==> src/rtl/dmaen_pkg.sv <==
package dmaen_pkg;

    // Register selector codes; the read mux and the write decoder both use them.
    typedef enum logic [2:0] {
        SEL_EN_SET  = 3'd0,
        SEL_EN_CLR  = 3'd1,
        SEL_ALT_SET = 3'd2,
        SEL_ALT_CLR = 3'd3,
        SEL_ERR     = 3'd4
    } reg_sel_e;

    localparam int REG_SEL_W = 3;

    // Build a mask with the lowest n bits set, w bits wide.
    function automatic logic [63:0] low_mask(input int n);
        logic [63:0] m;
        m = '0;
        for (int i = 0; i < 64; i++) begin
            if (i < n) m[i] = 1'b1;
        end
        return m;
    endfunction

endpackage

==> src/rtl/dmaen_wr_decode.sv <==
module dmaen_wr_decode
    import dmaen_pkg::*;
#(
    parameter int VEC_W = 32
) (
    input  logic                 reg_wr,
    input  logic [REG_SEL_W-1:0] reg_sel,
    input  logic [VEC_W-1:0]     reg_wdata,
    output logic [VEC_W-1:0]     en_set,
    output logic [VEC_W-1:0]     en_clr,
    output logic [VEC_W-1:0]     alt_set,
    output logic [VEC_W-1:0]     alt_clr,
    output logic                 err_clr
);

    always_comb begin
        en_set  = '0;
        en_clr  = '0;
        alt_set = '0;
        alt_clr = '0;
        err_clr = 1'b0;
        if (reg_wr) begin
            unique case (reg_sel)
                SEL_EN_SET:  en_set  = reg_wdata;
                SEL_EN_CLR:  en_clr  = reg_wdata;
                SEL_ALT_SET: alt_set = reg_wdata;
                SEL_ALT_CLR: alt_clr = reg_wdata;
                SEL_ERR:     err_clr = reg_wdata[0];
                default: ;
            endcase
        end
    end

endmodule

==> src/rtl/dmaen_evt_decode.sv <==
module dmaen_evt_decode #(
    parameter int VEC_W  = 32,
    parameter int NUM_CH = 6,
    localparam int CH_W  = $clog2(VEC_W)
) (
    input  logic [CH_W-1:0]  hw_chan,
    input  logic             hw_done,
    input  logic             hw_stop,
    input  logic             hw_buserr,
    output logic [VEC_W-1:0] hw_kill
);

    logic any_evt;
    assign any_evt = hw_done | hw_stop | hw_buserr;

    // One decoder slice per vector bit; unimplemented slices stay at 0.
    for (genvar i = 0; i < VEC_W; i++) begin : g_slice
        if (i < NUM_CH) begin : g_impl
            assign hw_kill[i] = any_evt && (hw_chan == CH_W'(i));
        end else begin : g_none
            assign hw_kill[i] = 1'b0;
        end
    end

endmodule

==> src/rtl/dmaen_setclr_bank.sv <==
module dmaen_setclr_bank
    import dmaen_pkg::*;
#(
    parameter int VEC_W  = 32,
    parameter int NUM_CH = 6
) (
    input  logic             clk,
    input  logic             rst_n,
    input  logic [VEC_W-1:0] sw_set,
    input  logic [VEC_W-1:0] sw_clr,
    input  logic [VEC_W-1:0] hw_clr,
    output logic [VEC_W-1:0] bits
);

    localparam logic [VEC_W-1:0] IMPL_MASK = VEC_W'(low_mask(NUM_CH));

    typedef struct packed {
        logic [VEC_W-1:0] bits;
    } bank_st_t;

    bank_st_t st_d, st_q;

    // Hardware clear is applied last, so it wins over a same-cycle set.
    always_comb begin
        st_d      = st_q;
        st_d.bits = (st_q.bits | sw_set) & ~sw_clr;
        st_d.bits = st_d.bits & ~hw_clr;
        st_d.bits = st_d.bits & IMPL_MASK;
    end

    always_ff @(posedge clk or negedge rst_n) begin
        if (!rst_n) st_q <= '0;
        else        st_q <= st_d;
    end

    assign bits = st_q.bits;

endmodule

==> src/rtl/dmaen_err_flag.sv <==
module dmaen_err_flag (
    input  logic clk,
    input  logic rst_n,
    input  logic sw_clr,
    input  logic hw_set,
    output logic flag
);

    typedef struct packed {
        logic flag;
    } err_st_t;

    err_st_t st_d, st_q;

    // A set from the bus has priority over a clear from software.
    always_comb begin
        st_d = st_q;
        if (sw_clr) st_d.flag = 1'b0;
        if (hw_set) st_d.flag = 1'b1;
    end

    always_ff @(posedge clk or negedge rst_n) begin
        if (!rst_n) st_q <= '0;
        else        st_q <= st_d;
    end

    assign flag = st_q.flag;

endmodule

==> src/rtl/dma_chan_ctrl_bank.sv <==
module dma_chan_ctrl_bank
    import dmaen_pkg::*;
#(
    parameter int VEC_W  = 32,
    parameter int NUM_CH = 6,
    localparam int CH_W  = $clog2(VEC_W)
) (
    input  logic                 clk,
    input  logic                 rst_n,
    input  logic                 reg_wr,
    input  logic [REG_SEL_W-1:0] reg_sel,
    input  logic [VEC_W-1:0]     reg_wdata,
    output logic [VEC_W-1:0]     reg_rdata,
    input  logic [CH_W-1:0]      hw_chan,
    input  logic                 hw_done,
    input  logic                 hw_stop,
    input  logic                 hw_buserr,
    output logic [NUM_CH-1:0]    chan_en,
    output logic [NUM_CH-1:0]    alt_sel,
    output logic                 err_flag
);

    logic [VEC_W-1:0] en_set, en_clr, alt_set, alt_clr, hw_kill;
    logic [VEC_W-1:0] en_vec, alt_vec;
    logic             err_clr, err_q;

    dmaen_wr_decode #(.VEC_W(VEC_W)) u_wdec (
        .reg_wr    (reg_wr),
        .reg_sel   (reg_sel),
        .reg_wdata (reg_wdata),
        .en_set    (en_set),
        .en_clr    (en_clr),
        .alt_set   (alt_set),
        .alt_clr   (alt_clr),
        .err_clr   (err_clr)
    );

    dmaen_evt_decode #(.VEC_W(VEC_W), .NUM_CH(NUM_CH)) u_edec (
        .hw_chan   (hw_chan),
        .hw_done   (hw_done),
        .hw_stop   (hw_stop),
        .hw_buserr (hw_buserr),
        .hw_kill   (hw_kill)
    );

    dmaen_setclr_bank #(.VEC_W(VEC_W), .NUM_CH(NUM_CH)) u_en_bank (
        .clk    (clk),
        .rst_n  (rst_n),
        .sw_set (en_set),
        .sw_clr (en_clr),
        .hw_clr (hw_kill),
        .bits   (en_vec)
    );

    dmaen_setclr_bank #(.VEC_W(VEC_W), .NUM_CH(NUM_CH)) u_alt_bank (
        .clk    (clk),
        .rst_n  (rst_n),
        .sw_set (alt_set),
        .sw_clr (alt_clr),
        .hw_clr ('0),
        .bits   (alt_vec)
    );

    dmaen_err_flag u_err (
        .clk    (clk),
        .rst_n  (rst_n),
        .sw_clr (err_clr),
        .hw_set (hw_buserr),
        .flag   (err_q)
    );

    // Read mux; the clear-only registers read back as 0.
    always_comb begin
        reg_rdata = '0;
        unique case (reg_sel)
            SEL_EN_SET:  reg_rdata = en_vec;
            SEL_ALT_SET: reg_rdata = alt_vec;
            SEL_ERR:     reg_rdata = VEC_W'(err_q);
            default:     reg_rdata = '0;
        endcase
    end

    assign chan_en  = en_vec[NUM_CH-1:0];
    assign alt_sel  = alt_vec[NUM_CH-1:0];
    assign err_flag = err_q;

endmodule

==> config.mk <==
export PLATFORM = sky130hd
export DESIGN_NAME = dma_chan_ctrl_bank
export DESIGN_NICKNAME = d
export VERILOG_FILES = /design/src/rtl/dmaen_pkg.sv /design/src/rtl/dmaen_wr_decode.sv /design/src/rtl/dmaen_evt_decode.sv /design/src/rtl/dmaen_setclr_bank.sv /design/src/rtl/dmaen_err_flag.sv /design/src/rtl/dma_chan_ctrl_bank.sv
export SDC_FILE = /design/constraint.sdc
export NUM_CORES = 1
export LEC_CHECK = 0
export BUFFER_PORTS_ARGS = -buffer_cell sky130_fd_sc_hd__buf_2
export CELL_PAD_IN_SITES_DETAIL_PLACEMENT = 1
export CELL_PAD_IN_SITES_GLOBAL_PLACEMENT = 1
export CORE_MARGIN = 5
export CORE_UTILIZATION = 24
export DETAILED_ROUTE_END_ITERATION = 7
export GPL_ROUTABILITY_DRIVEN = 1
export HOLD_SLACK_MARGIN = 0.02
export PLACE_DENSITY_LB_ADDON = 0.1
export SYNTH_ARGS = -nofsm -noshare
export SYNTH_HDL_FRONTEND = slang
export SYNTH_SLANG_ARGS = --single-unit
==> constraint.sdc <==
create_clock -name clk -period 1.1 [get_ports clk]
set_clock_uncertainty 0.15 [all_clocks]
set_input_delay 0.165 -clock clk [delete_from_list [all_inputs] [get_ports clk]]
set_output_delay 0.165 -clock clk [all_outputs]
set_load 0.01 [all_outputs]
After elaboration in Yosys (flattened, before gate mapping)
Index checks and enable logic that the tools add are counted.
{"block": "word_totals", "reg_bits": 13, "input_bits": 46, "out_inout_bits": 45, "elab_cells": 44}
{"block": "classes", "eq_ne": 9, "muxes": 13, "bitwise": 10, "n_reduce_logical": 9}
{"op": "$mux W6", "count": 8}
{"op": "$and A6 B6 Y6", "count": 3}
{"op": "$not A6 Y6", "count": 3}
{"op": "$pmux W6 S3", "count": 1}
{"op": "$or A6 B6 Y6", "count": 2}
{"op": "$eq A5 B2 Y1 const B", "count": 2}
{"op": "$eq A5 B3 Y1 const B", "count": 2}
{"op": "$eq A3 B2 Y1 const B", "count": 2}
{"op": "$logic_and A1 B1 Y1", "count": 6}
{"op": "$eq A5 B1 Y1 const B", "count": 1}
{"op": "$logic_not A5 Y1", "count": 1}
{"op": "$mux W1", "count": 4}
{"op": "$eq A3 B1 Y1 const B", "count": 1}
{"op": "$eq A3 B3 Y1 const B", "count": 1}
{"op": "$logic_not A3 Y1", "count": 1}
{"op": "$or A1 B1 Y1", "count": 2}
{"op": "$reduce_bool A2 Y1", "count": 1}

Logic depth before layout (Yosys ltp)
{"block": "depth", "depth_word": 6, "depth_mapped": 5, "mapped_depth_nobuf": 3}

Cells and area by module
From an unflattened synthesis, not the netlist that was laid out.
{"block": "hier_totals", "cells_unflattened": 357, "area_unflattened_um2": 2701.3}
{"module": "dmaen_wr_decode", "n_inst": 1, "cells_per_inst": 150, "area_each_um2": 974.7, "seq_area_each_um2": 0.0}
{"module": "dmaen_setclr_bank", "n_inst": 2, "cells_per_inst": 45, "area_each_um2": 431.7, "seq_area_each_um2": 150.1}
{"module": "dma_chan_ctrl_bank", "n_inst": 1, "cells_per_inst": 76, "area_each_um2": 550.5, "seq_area_each_um2": 0.0}
{"module": "dmaen_evt_decode", "n_inst": 1, "cells_per_inst": 38, "area_each_um2": 276.5, "seq_area_each_um2": 0.0}
{"module": "dmaen_err_flag", "n_inst": 1, "cells_per_inst": 3, "area_each_um2": 36.3, "seq_area_each_um2": 25.0}

Least setup slack after synthesis
Ideal clock, no wire load.
{"block": "synth_path", "kind": "input port to flip-flop", "start": "input port reg_sel[2]", "end": "register u_en_bank.st_q, in the netlist u_en_bank.bits[2]", "arrival_ns": 0.901, "path_slack_ns": -0.051, "path_stages": 5, "cell_sequence": "buf_6 -> nor3b_4 -> buf_6 -> a21oi_2 -> a311oi_1"}
{"item": "from (decl)", "line_no": "dma_chan_ctrl_bank.sv:11", "rtl": "input logic [REG_SEL_W-1:0] reg_sel,"}
{"item": "to (signal assigned)", "line_no": "dmaen_setclr_bank.sv:33", "rtl": "else st_q <= st_d;"}
{"item": "to (decl)", "line_no": "dmaen_setclr_bank.sv:21", "rtl": "bank_st_t st_d, st_q;"}

Final worst setup path
{"block": "layout_path", "start": "register u_en_bank.st_q, in the netlist u_en_bank.bits[0]", "end": "output port reg_rdata[0]"}
{"block": "layout_between", "elab_chain_len": 1}
{"item": "$pmux W6 S3", "line_no": "dma_chan_ctrl_bank.sv:75", "rtl": "unique case (reg_sel)"}
{"item": "to (decl)", "line_no": "dma_chan_ctrl_bank.sv:13", "rtl": "output logic [VEC_W-1:0] reg_rdata,"}
Every way passes these cells.

==> results.ini <==
[clocking]
cts_buffers=3
cts-root-buf=clkbuf_8
h-tree-depth=1
cts_tree=yes
clkTransAtPathRegs_ps=50
worstSkewPairLatency_ps=240
clockBufferDepth=2
clock_sinks=13

[layout]
ff_latch_area_sq_um=325
diodes=0
area_growth_pct=51.0
nets=215
postLayoutCoreUtil_pct=37.2
num-fill-cells=486
drive_above_1_share_pct=45.2
stdcell_area_sq_mm=0.00149
multi_input_area_sq_um=536

[sta]
finalCritPeriodShare_pct=133
rsz0062_at_grt=true
final.setup.tns_ps=-2190
setup_viol=16
min_period_ps=1460
slew_viol_final=0
max_freq_ghz=0.685
hold_viol=0
worst_slack_ps=-360

[yosys]
ys_top_cells_by_area=dfrtp_1 33%, buf_4 20%, mux2i_1 11%, nor3_1 3.6%, buf_6 3.4%
yosys.area_share.simple_pct=18.7
synth_edf_count=0
yosysSeqAreaShare_pct=33.0
synth_top_family_by_area=buffers and inverters
synthTopCellsByCount=26 x buf_4, 13 x dfrtp_1, 11 x mux2i_1
post-synth-top-count-cell=buf_4
yosys.area.top_type=dfrtp_1
synth_fa_ha_area_share_pct=0
synth-compound-area-share_pct=10.8
ys_types=25
synthMuxAreaShare_pct=11.2
synth_warnings=0
synth_xor_xnor_area_share_pct=0
syn-cell-area_sq_um=985
syn-instance-count=106
netlist.area_leader.share_pct=33.0
synthArstFlopShare_pct=100
synth_ff_type=dfrtp_1
syn_area_per_cell_sq_um=9.29
ys_seq_elements=13

[critical_path]
endpoint=reg_rdata[0]
cp_max_fo=2
critPathArrivalTime_ps=1140
endpoint_kind=primary output
ff2ff_path_depth=4
startpoint_type=register
worstSetupStartpoint=u_en_bank.bits[0]
r2r-start=u_en_bank.bits[3]
cpPeakStageDelay_ps=400
ff2ff_setup_slack_ps=50
critPathRequiredTime_ps=780
critical_path_class=register to primary output
path_cells=mux2i_1 -> a2bb2oi_1 -> nor2_1 -> buf_2
critPathSlowestCell=dfrtp_1
r2r-end=u_en_bank.bits[3]

[die]
initial_utilization_pct=24.6
core_sq_mm=0.00400
die_h_microns=74.1
io_pins=91
rows=23
die_w_microns=74.1
dieArea_sq_mm=0.00548

[drt]
drt_iter0_markers=27
top_layer_used=met4
vias=917
wl_per_cell_microns=14.7
drc=0
via_per_inst=4.21
met1_length_microns=1320
met2_wirelength_microns=1650
met3_length_microns=211
detail-route-antenna-nets=0
routed_wl_microns=3210
dr.pass1.iters=4

[flow_run]
max-cap-violations=0

[power_and_ir_drop]
p_leak_nw=0.788
vdd_drop_max_mv=0.344
power_density_mw_per_mm2=1320

[global_route]
gr-usage-all-layers_pct=11.9
grt_pass1_wl_microns=4950
overflow=0
antenna_found_initial=0
grt_max_degree=19
grt_pass1_vias=935

[worst_hold_path]
hold_path_class=input pin to register

[run_status]
status=complete, but fails checks
violations=setup timing

[place]
placed_area_sq_mm=0.00123
hpwl_microns=2470
numPortBuffers=38
place.gp.congestion=0.737

where the power goes:
part / switching [mW] / internal [mW] / leakage [nW] / total [mW]
sequential: 0.0714 / 0.577 / 0.149 / 0.648
clock: 0.177 / 0.256 / 0.0228 / 0.433
combinational: 0.381 / 0.501 / 0.616 / 0.881
total: 0.629 / 1.33 / 0.788 / 1.96
what timing repair did:
| action | in CTS | in global routing |
|---|---|---|
| hold buffers | 2 | 0 |
| setup endpoints to repair | 18 | 23 |
| buffers inserted | 8 | 5 |
| gates resized for setup | 18 | 10 |
| pin swaps | 0 | 1 |
| gates cloned | 0 | 0 |
| endpoints found under the hold margin | 14 | 0 |
state kept, by name, summed over array words and instances, names as in the netlist:
register	count
u_alt_bank.bits	6
u_en_bank.bits	6
u_err.flag	1
per-layer routing:
metal,vias to the layer above,track usage (%)
li1,435,-
met1,444,15.9
met2,36,19.7
met3,2,2.57
met4,0,2.41
met5,-,0
stage by stage:
step | power, mW | hold WS (ps) | instances | setup WS (ps)
floorplan | 1.02 | -281 | 131 | -45.3
global placement | 1.25 | -63.9 | 203 | -224
detailed placement | 1.27 | -60.6 | 203 | -205
CTS | 1.98 | 21.4 | 217 | -381
global route | 2.10 | 39.7 | 218 | -474
finish | 1.96 | 24.8 | 218 | -360
worst max-delay path: cells and delay by family (launching register included):
family | cells | cell delay, ps
flops | 1 | 400
buf+inv | 1 | 140
simple gates | 1 | 50
compound gates | 1 | 170
mux | 1 | 150
cells in the final DEF, fill, tap and decap left out, drive strengths merged:
cell type / n
a211oi: 4
a21o: 1
a21oi: 6
a2bb2oi: 1
a311oi: 2
and3: 4
and3b: 1
buf: 62
clkbuf: 4
conb: 26
dfrtp: 13
dlygate4sd3: 2
inv: 5
mux2i: 11
nand2: 7
nand4b: 2
nor2: 3
nor2b: 2
nor3: 7
nor3b: 1
nor4b: 2
o21ai: 1
or3: 1
layout make-up:
type / count / share of cell area (%)
multi-input combinational: 82 / 36.0
inverter: 5 / 1.26
sequential: 13 / 21.9
clock buffer: 4 / 3.03
tap: 50 / 4.21
timing repair buffer: 64 / 33.6
worst min path at each step:
| stage | to | startpoint | slack [ps] | cells after the start |
|---|---|---|---|---|
| finish | u_en_bank.bits[3] | reg_wdata[3] | 20 | 2 |
| global route | u_en_bank.bits[3] | reg_wdata[3] | 40 | 2 |
| global placement | u_alt_bank.bits[0] | rst_n | -60 | 1 |
| floorplan | u_alt_bank.bits[0] | rst_n | -280 | 0 |
| CTS | u_en_bank.bits[3] | reg_wdata[3] | 20 | 2 |
| detailed placement | u_alt_bank.bits[0] | rst_n | -60 | 1 |
kinds of logic after synthesis:
group                  after synthesis
buffers and inverters               36
other                                1
flip-flops                          13
multiplexers                        11
AND/OR/NAND/NOR                     30
AO/OA/AOI/OAI                       15
Power figures use the tool's default switching activity.
